<file path="src/rtl/swin_pkg.sv">
package swin_pkg;
  // Strobes from the control path to the datapath, one per event.
  typedef struct packed {
    logic load;       // capture configuration
    logic allocStep;  // a tail record is requested or reserved
    logic rspCapture; // read response lands in its slot
    logic drainStep;  // head leaves (read) or a store is accepted (write)
    logic wrHead;     // producer writes the head slot
  } swinStrobe_t;
endpackage

</file>
<file path="src/rtl/swin_ctrl.sv">
module swin_ctrl
  import swin_pkg::*;
#(
  parameter int LEN_W  = 6,
  parameter int WIN    = 4,
  parameter int SLOT_W = 2
) (
  input  logic              clk,
  input  logic              rstN,
  input  logic              start,
  input  logic              cfgOut,
  input  logic [LEN_W-1:0]  cfgLen,
  input  logic              advance,
  input  logic              flush,
  input  logic              wrEn,
  input  logic              memReqReady,
  input  logic              memRspValid,
  output swinStrobe_t       strb,
  output logic [SLOT_W-1:0] fillSlot,
  output logic [SLOT_W-1:0] headSlot,
  output logic [SLOT_W-1:0] drainSlot,
  output logic              outMode,
  output logic              headValid,
  output logic              memReqValid,
  output logic              done
);
  localparam logic [LEN_W-1:0] WIN_L = LEN_W'(WIN);

  logic             active, flushed;
  logic [LEN_W-1:0] lenReg;
  // Record counters: requested/reserved, arrived, advanced, written back.
  logic [LEN_W-1:0] allocIdx, readyIdx, headIdx, drainIdx;

  logic [LEN_W-1:0] occ, drainLimit;
  logic             allocOpen, storePend, fetchPend, headStep, flushHit;

  always_comb begin
    occ        = allocIdx - drainIdx;
    allocOpen  = active && !flushed && (allocIdx != lenReg) && (occ < WIN_L);
    drainLimit = flushed ? allocIdx : headIdx;
    storePend  = active && outMode && (drainIdx != drainLimit);
    fetchPend  = !outMode && allocOpen;
    headValid  = active && !flushed && (readyIdx != headIdx);
    headStep   = advance && headValid;
    flushHit   = active && outMode && flush && !flushed;

    strb.load       = start;
    strb.allocStep  = outMode ? allocOpen : (fetchPend && memReqReady);
    strb.rspCapture = active && !outMode && memRspValid && (readyIdx != allocIdx);
    strb.drainStep  = outMode ? (storePend && memReqReady) : headStep;
    strb.wrHead     = outMode && wrEn && headValid;
  end

  assign memReqValid = storePend || fetchPend;
  assign fillSlot    = readyIdx[SLOT_W-1:0];
  assign headSlot    = headIdx[SLOT_W-1:0];
  assign drainSlot   = drainIdx[SLOT_W-1:0];
  assign done = active && (outMode ? (drainIdx == (flushed ? allocIdx : lenReg))
                                   : (headIdx == lenReg));

  always_ff @(posedge clk or negedge rstN) begin
    if (!rstN) begin
      active   <= 1'b0;
      outMode  <= 1'b0;
      flushed  <= 1'b0;
      lenReg   <= '0;
      allocIdx <= '0;
      readyIdx <= '0;
      headIdx  <= '0;
      drainIdx <= '0;
    end else if (start) begin
      active   <= 1'b1;
      outMode  <= cfgOut;
      flushed  <= 1'b0;
      lenReg   <= cfgLen;
      allocIdx <= '0;
      readyIdx <= '0;
      headIdx  <= '0;
      drainIdx <= '0;
    end else begin
      if (strb.allocStep) allocIdx <= allocIdx + 1'b1;
      // Write-stream slots count as present as soon as they are reserved.
      if (outMode ? strb.allocStep : strb.rspCapture) readyIdx <= readyIdx + 1'b1;
      if (headStep)       headIdx  <= headIdx + 1'b1;
      if (strb.drainStep) drainIdx <= drainIdx + 1'b1;
      if (flushHit)       flushed  <= 1'b1;
    end
  end

  AST_WINDOW_BOUND: assert property (@(posedge clk) disable iff (!rstN)
    active |-> (allocIdx - drainIdx) <= WIN_L);
  AST_ALLOC_LIMIT: assert property (@(posedge clk) disable iff (!rstN)
    active |-> allocIdx <= lenReg);
  AST_HEAD_BEHIND_DATA: assert property (@(posedge clk) disable iff (!rstN)
    headIdx <= readyIdx);
  AST_STORE_AFTER_ADVANCE: assert property (@(posedge clk) disable iff (!rstN)
    (active && outMode && !flushed) |-> drainIdx <= headIdx);
  AST_DONE_HOLDS: assert property (@(posedge clk) disable iff (!rstN)
    (done && !start) |=> done);
endmodule

</file>
<file path="src/rtl/swin_dpath.sv">
module swin_dpath
  import swin_pkg::*;
#(
  parameter int ADDR_W = 16,
  parameter int DATA_W = 16,
  parameter int WIN    = 4,
  parameter int SLOT_W = 2
) (
  input  logic              clk,
  input  logic              rstN,
  input  swinStrobe_t       strb,
  input  logic              outMode,
  input  logic [ADDR_W-1:0] cfgBase,
  input  logic [ADDR_W-1:0] cfgStride,
  input  logic [SLOT_W-1:0] fillSlot,
  input  logic [SLOT_W-1:0] headSlot,
  input  logic [SLOT_W-1:0] drainSlot,
  input  logic [DATA_W-1:0] memRspData,
  input  logic [DATA_W-1:0] wrData,
  output logic [ADDR_W-1:0] memReqAddr,
  output logic [DATA_W-1:0] memReqData,
  output logic [DATA_W-1:0] headData
);
  logic [ADDR_W-1:0] strideReg, allocAddr, drainAddr;
  logic [DATA_W-1:0] slotMem [WIN];

  // Running addresses avoid a multiplier: each step adds the stride.
  always_ff @(posedge clk or negedge rstN) begin
    if (!rstN) begin
      strideReg <= '0;
      allocAddr <= '0;
      drainAddr <= '0;
    end else if (strb.load) begin
      strideReg <= cfgStride;
      allocAddr <= cfgBase;
      drainAddr <= cfgBase;
    end else begin
      if (strb.allocStep) allocAddr <= allocAddr + strideReg;
      if (strb.drainStep) drainAddr <= drainAddr + strideReg;
    end
  end

  always_ff @(posedge clk) begin
    if (strb.rspCapture) slotMem[fillSlot] <= memRspData;
    if (strb.wrHead)     slotMem[headSlot] <= wrData;
  end

  assign memReqAddr = outMode ? drainAddr : allocAddr;
  assign memReqData = slotMem[drainSlot];
  assign headData   = slotMem[headSlot];
endmodule

</file>
<file path="src/rtl/swin_stream_ctrl.sv">
module swin_stream_ctrl
  import swin_pkg::*;
#(
  parameter int ADDR_W    = 16,
  parameter int DATA_W    = 16,
  parameter int LEN_W     = 6,
  parameter int WIN_SLOTS = 4
) (
  input  logic              clk,
  input  logic              rstN,
  input  logic              start,
  input  logic              cfgOut,
  input  logic [ADDR_W-1:0] cfgBase,
  input  logic [ADDR_W-1:0] cfgStride,
  input  logic [LEN_W-1:0]  cfgLen,
  input  logic              advance,
  input  logic              flush,
  input  logic              wrEn,
  input  logic [DATA_W-1:0] wrData,
  output logic              headValid,
  output logic [DATA_W-1:0] headData,
  output logic              memReqValid,
  output logic              memReqWrite,
  output logic [ADDR_W-1:0] memReqAddr,
  output logic [DATA_W-1:0] memReqData,
  input  logic              memReqReady,
  input  logic              memRspValid,
  input  logic [DATA_W-1:0] memRspData,
  output logic              done
);
  localparam int SLOT_W = (WIN_SLOTS > 1) ? $clog2(WIN_SLOTS) : 1;

  swinStrobe_t       strb;
  logic [SLOT_W-1:0] fillSlot, headSlot, drainSlot;
  logic              outMode;

  swin_ctrl #(.LEN_W(LEN_W), .WIN(WIN_SLOTS), .SLOT_W(SLOT_W)) uCtrl (
    .clk(clk), .rstN(rstN), .start(start), .cfgOut(cfgOut), .cfgLen(cfgLen),
    .advance(advance), .flush(flush), .wrEn(wrEn), .memReqReady(memReqReady),
    .memRspValid(memRspValid), .strb(strb), .fillSlot(fillSlot),
    .headSlot(headSlot), .drainSlot(drainSlot), .outMode(outMode),
    .headValid(headValid), .memReqValid(memReqValid), .done(done)
  );

  swin_dpath #(.ADDR_W(ADDR_W), .DATA_W(DATA_W), .WIN(WIN_SLOTS), .SLOT_W(SLOT_W)) uDpath (
    .clk(clk), .rstN(rstN), .strb(strb), .outMode(outMode), .cfgBase(cfgBase),
    .cfgStride(cfgStride), .fillSlot(fillSlot), .headSlot(headSlot),
    .drainSlot(drainSlot), .memRspData(memRspData), .wrData(wrData),
    .memReqAddr(memReqAddr), .memReqData(memReqData), .headData(headData)
  );

  assign memReqWrite = outMode;
endmodule

</file>
<file path="config.mk">
export PLATFORM = sky130hd
export DESIGN_NAME = swin_stream_ctrl
export DESIGN_NICKNAME = d
export VERILOG_FILES = /design/src/rtl/swin_pkg.sv /design/src/rtl/swin_ctrl.sv /design/src/rtl/swin_dpath.sv /design/src/rtl/swin_stream_ctrl.sv
export SDC_FILE = /design/constraint.sdc
export NUM_CORES = 1
export LEC_CHECK = 0
export BUFFER_PORTS_ARGS = -buffer_cell sky130_fd_sc_hd__clkbuf_2
export CORE_MARGIN = 2
export CORE_UTILIZATION = 37
export CTS_CLUSTER_SIZE = 28
export DETAILED_ROUTE_END_ITERATION = 6
export PLACE_DENSITY = 0.67
export SLEW_MARGIN = 5
export SYNTH_ARGS = -nofsm -noshare
export SYNTH_HDL_FRONTEND = slang
export SYNTH_HIERARCHICAL = 1
export SYNTH_SLANG_ARGS = --single-unit
</file>
<file path="constraint.sdc">
create_clock -name clk -period 3.48 [get_ports clk]
set_input_delay 0.174 -clock clk [delete_from_list [all_inputs] [get_ports clk]]
set_output_delay 0.174 -clock clk [all_outputs]
set_load 0.01 [all_outputs]
</file>
==> results of run 1 <==
==> synthesized netlist by cell type, types with 9 or more instances <==
cell type / count
mux2_2: 105
dfrtp_1: 81
edfxtp_1: 64
nor2_1: 54
a21oi_1: 43
xnor2_1: 41
ha_1: 38
mux4_2: 32
clkbuf_1: 24
a21o_1: 22
nand2_1: 22
o21ai_0: 22
xor2_1: 21
nand3_1: 18
nand4_1: 18
mux2i_1: 17
a211oi_1: 16
inv_1: 15
buf_2: 14
nor3_1: 13
nor2b_1: 12
buf_4: 10
o31ai_1: 10
nand2b_1: 9
==> metal layers <==
layer	global-route usage, %	vias to the layer above	wire (um)
met2	29.8	213	11900
met1	22.6	3686	10900
met4	5.10	0	462
met3	3.35	31	1080
li1	-	3508	-
met5	0	-	0
==> per-stage QoR <==
step / cells / util (%) / worst slack, ns / power [mW]
3_3_place_gp: 1274 / 41.2 / 0.650 / 6.29
5_1_grt: 1334 / 44.6 / 0.110 / 8.79
4_1_cts: 1334 / 44.6 / 0.485 / 8.32
6_report: 1334 / 44.6 / 0.448 / 8.26
2_1_floorplan: 845 / - / 0.612 / 5.26
3_5_place_dp: 1274 / 41.2 / 0.530 / 6.35
==> worst max-delay path: stages, from the launching register on <==
cell and delay, ns:
dfrtp_1 0.79, mux2i_1 0.32, xnor2_1 0.16, nor4_2 0.09, a21o_2 0.26, nand2_1 0.19, clkinv_1 0.31, nor3_1 0.24
o21ai_0 0.14, and4_4 0.21, o31ai_2 0.21
==> cell families (layout without fill, tap and decap cells) <==
kind of cell | after synthesis | count (layout) | synth area share (%)
compound gates | 168 | 168 | 12.0
xor+xnor | 62 | 62 | 5.54
fa+ha+maj | 40 | 40 | 5.26
buf+inv | 75 | 229 | 4.21
flops | 145 | 145 | 40.3
mux | 160 | 160 | 21.8
simple gates | 195 | 195 | 10.8
==> power groups by stage <==
stage               combinational, mW  sequential, mW  clock (mW)
finish                           3.91            2.44        1.90
CTS                              3.93            2.45        1.94
global route                     4.29            2.49        2.01
floorplan                        2.91            2.35           0
global placement                 3.83            2.46           0
detailed placement               3.87            2.48           0
==> worst max path at each step <==
stage | from | to | slack (ns) | cells after the start
2_1_floorplan | uCtrl/readyIdx[0]$_DFFE_PN0P_ | uDpath/slotMem[1][0]$_DFFE_PP_ | 0.61 | 8
3_3_place_gp | uCtrl/flushed$_DFFE_PN0P_ | uDpath/drainAddr[15]$_DFFE_PN0P_ | 0.65 | 10
3_5_place_dp | uCtrl/flushed$_DFFE_PN0P_ | uDpath/drainAddr[15]$_DFFE_PN0P_ | 0.53 | 10
4_1_cts | uCtrl/flushed$_DFFE_PN0P_ | uDpath/drainAddr[15]$_DFFE_PN0P_ | 0.49 | 10
5_1_grt | uCtrl/flushed$_DFFE_PN0P_ | uDpath/drainAddr[15]$_DFFE_PN0P_ | 0.11 | 10
6_report | uCtrl/flushed$_DFFE_PN0P_ | uDpath/drainAddr[15]$_DFFE_PN0P_ | 0.45 | 10
==> layout by cell type (no fill, tap or decap), drive strengths merged, types with 5 or more instances in the layout <==
master,synthesis,final
or3,5,5
a21oi,43,43
mux2i,17,17
nand3,18,18
a31oi,5,5
nor3b,5,5
nand2,22,22
clkbuf,28,145
dlygate4sd3,0,28
nand2b,10,10
nand4,18,18
nand3b,6,6
a21o,23,23
mux4,32,32
o21ai,26,26
xnor2,41,41
nor2b,12,12
ha,38,38
a211oi,17,17
nor3,14,14
dfrtp,81,81
nor2,54,54
edfxtp,64,64
nor4,5,5
and3,7,7
inv,15,24
o31ai,14,14
mux2,111,111
and2,6,6
buf,31,25
xor2,21,21
==> area by class of cell <==
class	instances	area (sq um)	area share [%]
Clock inverter	15	188	1.61
Tap cell	335	419	3.60
Multi-Input combinational cell	625	5440	46.8
Sequential cell	145	3950	34.0
Clock buffer	17	425	3.66
Inverter	16	60.1	0.516
Timing Repair Buffer	181	1150	9.86
==> flip-flops by register name, summed over array words and instances (netlist names) <==
name,cells
uDpath/slotMem,64
uDpath/allocAddr,16
uDpath/drainAddr,16
uDpath/strideReg,16
uCtrl/allocIdx,6
uCtrl/drainIdx,6
uCtrl/headIdx,6
uCtrl/lenReg,6
uCtrl/readyIdx,6
uCtrl/active,1
uCtrl/flushed,1
uCtrl/outMode,1
==> key figures, run 1 <==
Clock network
  • CTS tree: built
  • Quantity of hold-fixing buffers added after cts: 28
  • Post-CTS Setup Inserts: 0
  • Number of CTS-inserted buffers: 17
  • Clock buffer depth: 2
  • CTS clk-pin slew, worst paths: around 0.070 ns
  • Clk sinks: around 150
  • H-tree level count: 4
  • CTS root buffer: clkbuf_16
  • Post-CTS resize count: 0
  • Worst-Skew Late Latency: approximately 0.43 ns

STA
  • Final Critical Period: about 3.0 ns
  • Fin Clk Skew: 0.0140 ns
  • RSZ-0062 raised after global routing: no
  • Period utilization: between 80% and 90%
  • Slew headroom: 43.2%
  • Count of final setup violators: 0
  • Setup TNS: 0 ns
  • Fmax: ~0.33 GHz
  • WHS: 0.0247 ns
  • Worst-Margin Slew: between 0.8 and 0.9 ns
  • Slew Limit Fails: 0
  • Hold Violations, Final: 0

Floorplanning
  • Rows: 59
  • Die width: about 170 um
  • Chip height: 167 um
  • Die Area: 27800 sq um
  • Initial Util: a little under two fifths
  • I/O pin total: between 100 and 150
  • Core area: about 26000 sq um

Global route
  • Largest net degree at the start of global routing: roughly 80
  • Initial antenna violation count: 0
  • Vias in the first global route: around 7300
  • Grt ovf: 0
  • All-layer global routing usage: 17.5%
  • Global-route wire length before repair: around 39000 um

Cells and area
  • Final net count: 1105
  • Layout area overhead: 18.6%
  • Fill cells: ~2400
  • Antenna diodes: 0
  • Fraction of layout cells with a size suffix above 1: 34.3%
  • Post-route cell area: roughly 12000 sq um

Synthesis
  • Yosys cell types: 79
  • Number of enable flip-flop cells after synthesis: 64
  • Yosys warnings: 6
  • Async set or reset register ratio after synthesis: 55.9%
  • Syn nets: 964
  • Cell count after synthesis: 845
  • Mapped Area: 9800 sq um
  • Sequential fraction of the synthesis area: about 40%
  • Yosys reg bits: 145
  • Area leader, netlist: dfrtp_1
  • Syn Area/Cell: roughly 12 sq um
  • Top cells by area, synth: dfrtp_1 (21%), edfxtp_1 (20%), mux2_2 (12%)
  • Post-synth top area share: 20.7%
  • Top_reg_cell synth: dfrtp_1

Place
  • Final Wtd Congestion: about 0.87
  • Detailed placement HPWL: ~18000 um
  • PortBufs: 130
  • Area post-placement: 10700 sq um

Route
  • Final Routed Wirelength: 24300 um
  • Final ANT Viol Nets: 0
  • Post-route DRC: 0
  • WL per Instance: approximately 18 um
  • Drt first pass iters: 5
  • Via-to-Cell Ratio: around 5.6
  • First DRT Iteration DRCs: 569
  • Vias post-DR: 7438

Critical path
  • Worst-path maximum fanout: 15
  • Crit path DAT: ~3.4 ns
  • R2r worst-path depth: 10
  • CP Launch Type: flop
  • Reg2Reg Setup Slack: between 0.4 and 0.5 ns
  • R2R Path Start: uCtrl/flushed$_DFFE_PN0P_
  • CP Capture Type: flop
  • WP data required: approximately 3.8 ns
  • Worst reg2reg endpoint: uDpath/drainAddr[15]$_DFFE_PN0P_
  • Worst Setup Path Type: flop to flop

Hold path
  • Origin of the worst min-delay path: cfgBase[4]
  • End point of the worst hold path: uDpath/allocAddr[4]$_DFFE_PN0P_
  • HP Class: input port to flop
  • Hold Path Depth: 3

Pwr
  • Clock power frac: ~23%
  • Static Leak: 4.69 nW
  • Peak VDD IR: 0.321 mV
  • Combinational group share of total power: 47.4%
  • P per Cell Area: a little over 700 nW/um^2
  • Int Pwr: 4.97 mW
  • Sequential share of power: 29.6%
  • Switching power: 3.28 mW
  • Net Sw Frac: 39.8%

Flow run
  • Max Cap Violations: 0

Status
  • Status: completed
(Power assumes the default switching activity.)
==> inputs of run 2 (changes only) <==
- GPL_TIMING_DRIVEN: not set -> 0
==> key figures, run 2 (synthesis results as in run 1) <==
STA
  • RSZ-0062 raised after global routing: no
  • Final Critical Period: 3.12 ns (+0.0903 ns)
  • Hold Violations, Final: 1 (+1)
  • Period utilization: 89.7% (+2.6 points)
  • Slew headroom: 49.3% (+6.2 points)
  • Count of final setup violators: 0 (unchanged)
  • Setup TNS: 0 ns (unchanged)
  • WHS: -0.00832 ns (-0.0330 ns)
  • Fmax: 0.320 GHz (-2.9%)
  • Fin Clk Skew: 0.0134 ns (-0.000548 ns)
  • Worst-Margin Slew: 0.760 ns (-0.0923 ns)
  • Slew Limit Fails: 0 (unchanged)
  • Worst Setup Slack, final: 0.358 ns (-0.0903 ns)

Pwr
  • Static Leak: 4.81 nW (+2.7%)
  • Clock power frac: 22.5% (-0.5 points)
  • Combinational group share of total power: 48.8% (+1.4 points)
  • Sequential share of power: 28.8% (-0.8 points)
  • P per Cell Area: 708 nW/um^2 (-0.28%)
  • Net Sw Frac: 40.8% (+1.0 points)
  • Switching power: 3.42 mW (+4.1%)
  • Total Power: 8.38 mW (+1.5%)
  • Int Pwr: 4.96 mW (-0.20%)
  • Peak VDD IR: 0.413 mV (+29%)

Clock network
  • CTS clk-pin slew, worst paths: 0.07 ns (about the same)
  • H-tree level count: 4 (unchanged)
  • Post-CTS Setup Inserts: 0 (unchanged)
  • CTS root buffer: clkbuf_16
  • CTS tree: built
  • Clk sinks: 145 (unchanged)
  • Number of CTS-inserted buffers: 17 (unchanged)
  • Worst-Skew Late Latency: 0.44 ns (about the same)
  • Clock buffer depth: 2 (unchanged)

Place
  • PortBufs: 130 (unchanged)
  • Area post-placement: 11000 sq um (+2.2%)
  • Placed insts: 1315 (+3.2%)
  • Final Wtd Congestion: 0.882 (+1.7%)
  • Pre-CTS setup slack: -0.0202 ns (-0.550 ns)
  • Detailed placement HPWL: 19200 um (+8.6%)

Critical path
  • Crit path DAT: 3.27 ns (-0.09 ns)
  • Worst setup path start: uCtrl/flushed$_DFFE_PN0P_
  • CP max stage cell: nor3b_4
  • Critical Path Sink: uDpath/slotMem[0][12]$_DFFE_PP_
  • CP Launch Type: flop
  • R2R Path Start: uCtrl/flushed$_DFFE_PN0P_
  • CP Buf/Inv Count: 3 (+2)
  • Worst-path maximum fanout: 10 (-5)
  • WP data required: 3.62 ns (-0.18 ns)
  • Top delay family on crit path: simple AND/OR/NAND/NOR gates
  • R2r worst-path depth: 8 (-2)
  • Largest stage delay on the critical path: 0.55 ns (-0.24 ns)
  • Stages on worst setup path: 8 (-2)
  • Critical Path, Cell by Cell: buf_2 > and2b_1 > o21a_1 > and3_1 > nor3b_4 > clkbuf_2 > o21bai_2 > buf_6
  • CP Capture Type: flop
  • Reg2Reg Setup Slack: 0.36 ns (-0.09 ns)
  • Worst Setup Path Type: flop to flop
  • Worst reg2reg endpoint: uDpath/slotMem[0][12]$_DFFE_PP_

Floorplanning
  • Initial Util: 37.6% (unchanged)
  • Rows: 59 (unchanged)
  • Die width: 167 um (unchanged)
  • I/O pin total: 131 (unchanged)
  • Core area: 26100 sq um (unchanged)
  • Chip height: 167 um (unchanged)
  • Die Area: 27800 sq um (unchanged)

Cells and area
  • Fraction of layout cells with a size suffix above 1: 35.1% (+0.77 points)
  • Max FFs per register: 64 (unchanged)
  • Fin util: 45.4% (+0.80 points)
  • Non-Filler Instances: 1372 (+2.8%)
  • Antenna diodes: 0 (unchanged)
  • Fill cells: 2385 (-1.6%)
  • Commonest cells after routing, fill and taps aside: clkbuf_2 (131), mux2_2 (105), dfrtp_1 (81)
  • Largest register by flop count: uDpath/slotMem
  • Final net count: 1143 (+3.4%)
  • Most common cell after layout, fill and taps aside: clkbuf_2
  • Layout area overhead: 20.8%
  • Post-route cell area: 11800 sq um (+1.8%)

Status
  • Status: finished, violations left
  • Failing checks: negative hold slack

Route
  • Via-to-Cell Ratio: 5.58 (about the same)
  • Post-route DRC: 0 (unchanged)
  • Final Routed Wirelength: 26500 um (+8.7%)
  • First DRT Iteration DRCs: 610 (+7.2%)
  • Final ANT Viol Nets: 0 (unchanged)
  • Drt first pass iters: 5 (unchanged)
  • Vias post-DR: 7654 (+2.9%)
  • WL per Instance: 19.3 um (+5.7%)

Global route
  • Grt ovf: 0 (unchanged)
  • Initial antenna violation count: 0 (unchanged)
  • Global-route wire length before repair: 41700 um (+7.8%)
  • Largest net degree at the start of global routing: 43 (-45%)
  • All-layer global routing usage: 19.0% (+1.5 points)
  • Vias in the first global route: 7604 (+4.9%)

Hold path
  • HP Class: input port to flop

Flow run
  • Max Cap Violations: 0 (unchanged)
==> run 2: cell types whose count changed in the layout (fill, tap and decap cells not counted), moves of 7 or more <==
cell,previous run,this run
buf_4,22,10
buf_2,0,14
clkbuf_1,0,23
buf_6,0,7
==> run 2: how the worst min path moves through the flow <==
stage             startpoint                               end  slack [ns]  depth (start not counted)
2_1_floorplan           rstN          uCtrl/active$_DFFE_PN0P_       -0.12                          0
3_5_place_dp            rstN   uDpath/strideReg[5]$_DFFE_PN0P_        0.24                          1
4_1_cts           cfgBase[0]   uDpath/allocAddr[0]$_DFFE_PN0P_      0.0004                          3
3_3_place_gp   cfgStride[12]  uDpath/strideReg[12]$_DFFE_PN0P_        0.41                          2
6_report          cfgBase[2]   uDpath/allocAddr[2]$_DFFE_PN0P_      -0.008                          3
5_1_grt         cfgStride[1]   uDpath/strideReg[1]$_DFFE_PN0P_       0.002                          2
==> run 2: tightest hold or removal path, stage by stage <==
cell and delay (ns):
clkbuf_2 0.09, nand2_1 0.06, o21ai_0 0.06
==> run 2: timing repair <==
item	4_1_cts	5_1_grt
hold buffers	25	0
gates resized for setup	1	2
setup endpoints to repair	9	9
endpoints found under the hold margin	66	0
==> run 2: area by class of cell <==
class / instances / area [sq um] / area share [%]
multi-input cells: 625 / 5460 / 46.1
flip-flops and latches: 145 / 3950 / 33.4
repair buffers: 160 / 980 / 8.28
clock buffers: 17 / 425 / 3.59
well taps: 335 / 419 / 3.54
plain buffers: 59 / 354 / 2.99
clock inverters: 15 / 188 / 1.59
inverters: 16 / 60.1 / 0.507
==> run 2: metal layers <==
metal	track usage [%]	part of all wire [%]
met1	25.3	44
met2	32.1	50
met3	3.33	4.8
met4	4.95	1.4
met5	0	0
==> run 2: power groups by stage <==
stage | Sequential, mW | Clock [mW] | Combinational [mW]
6_report | 2.41 | 1.88 | 4.09
5_1_grt | 2.45 | 1.99 | 4.44
4_1_cts | 2.41 | 1.92 | 4.09
3_5_place_dp | 2.45 | 0 | 4.03
3_3_place_gp | 2.43 | 0 | 3.94
2_1_floorplan | 2.35 | 0 | 2.91
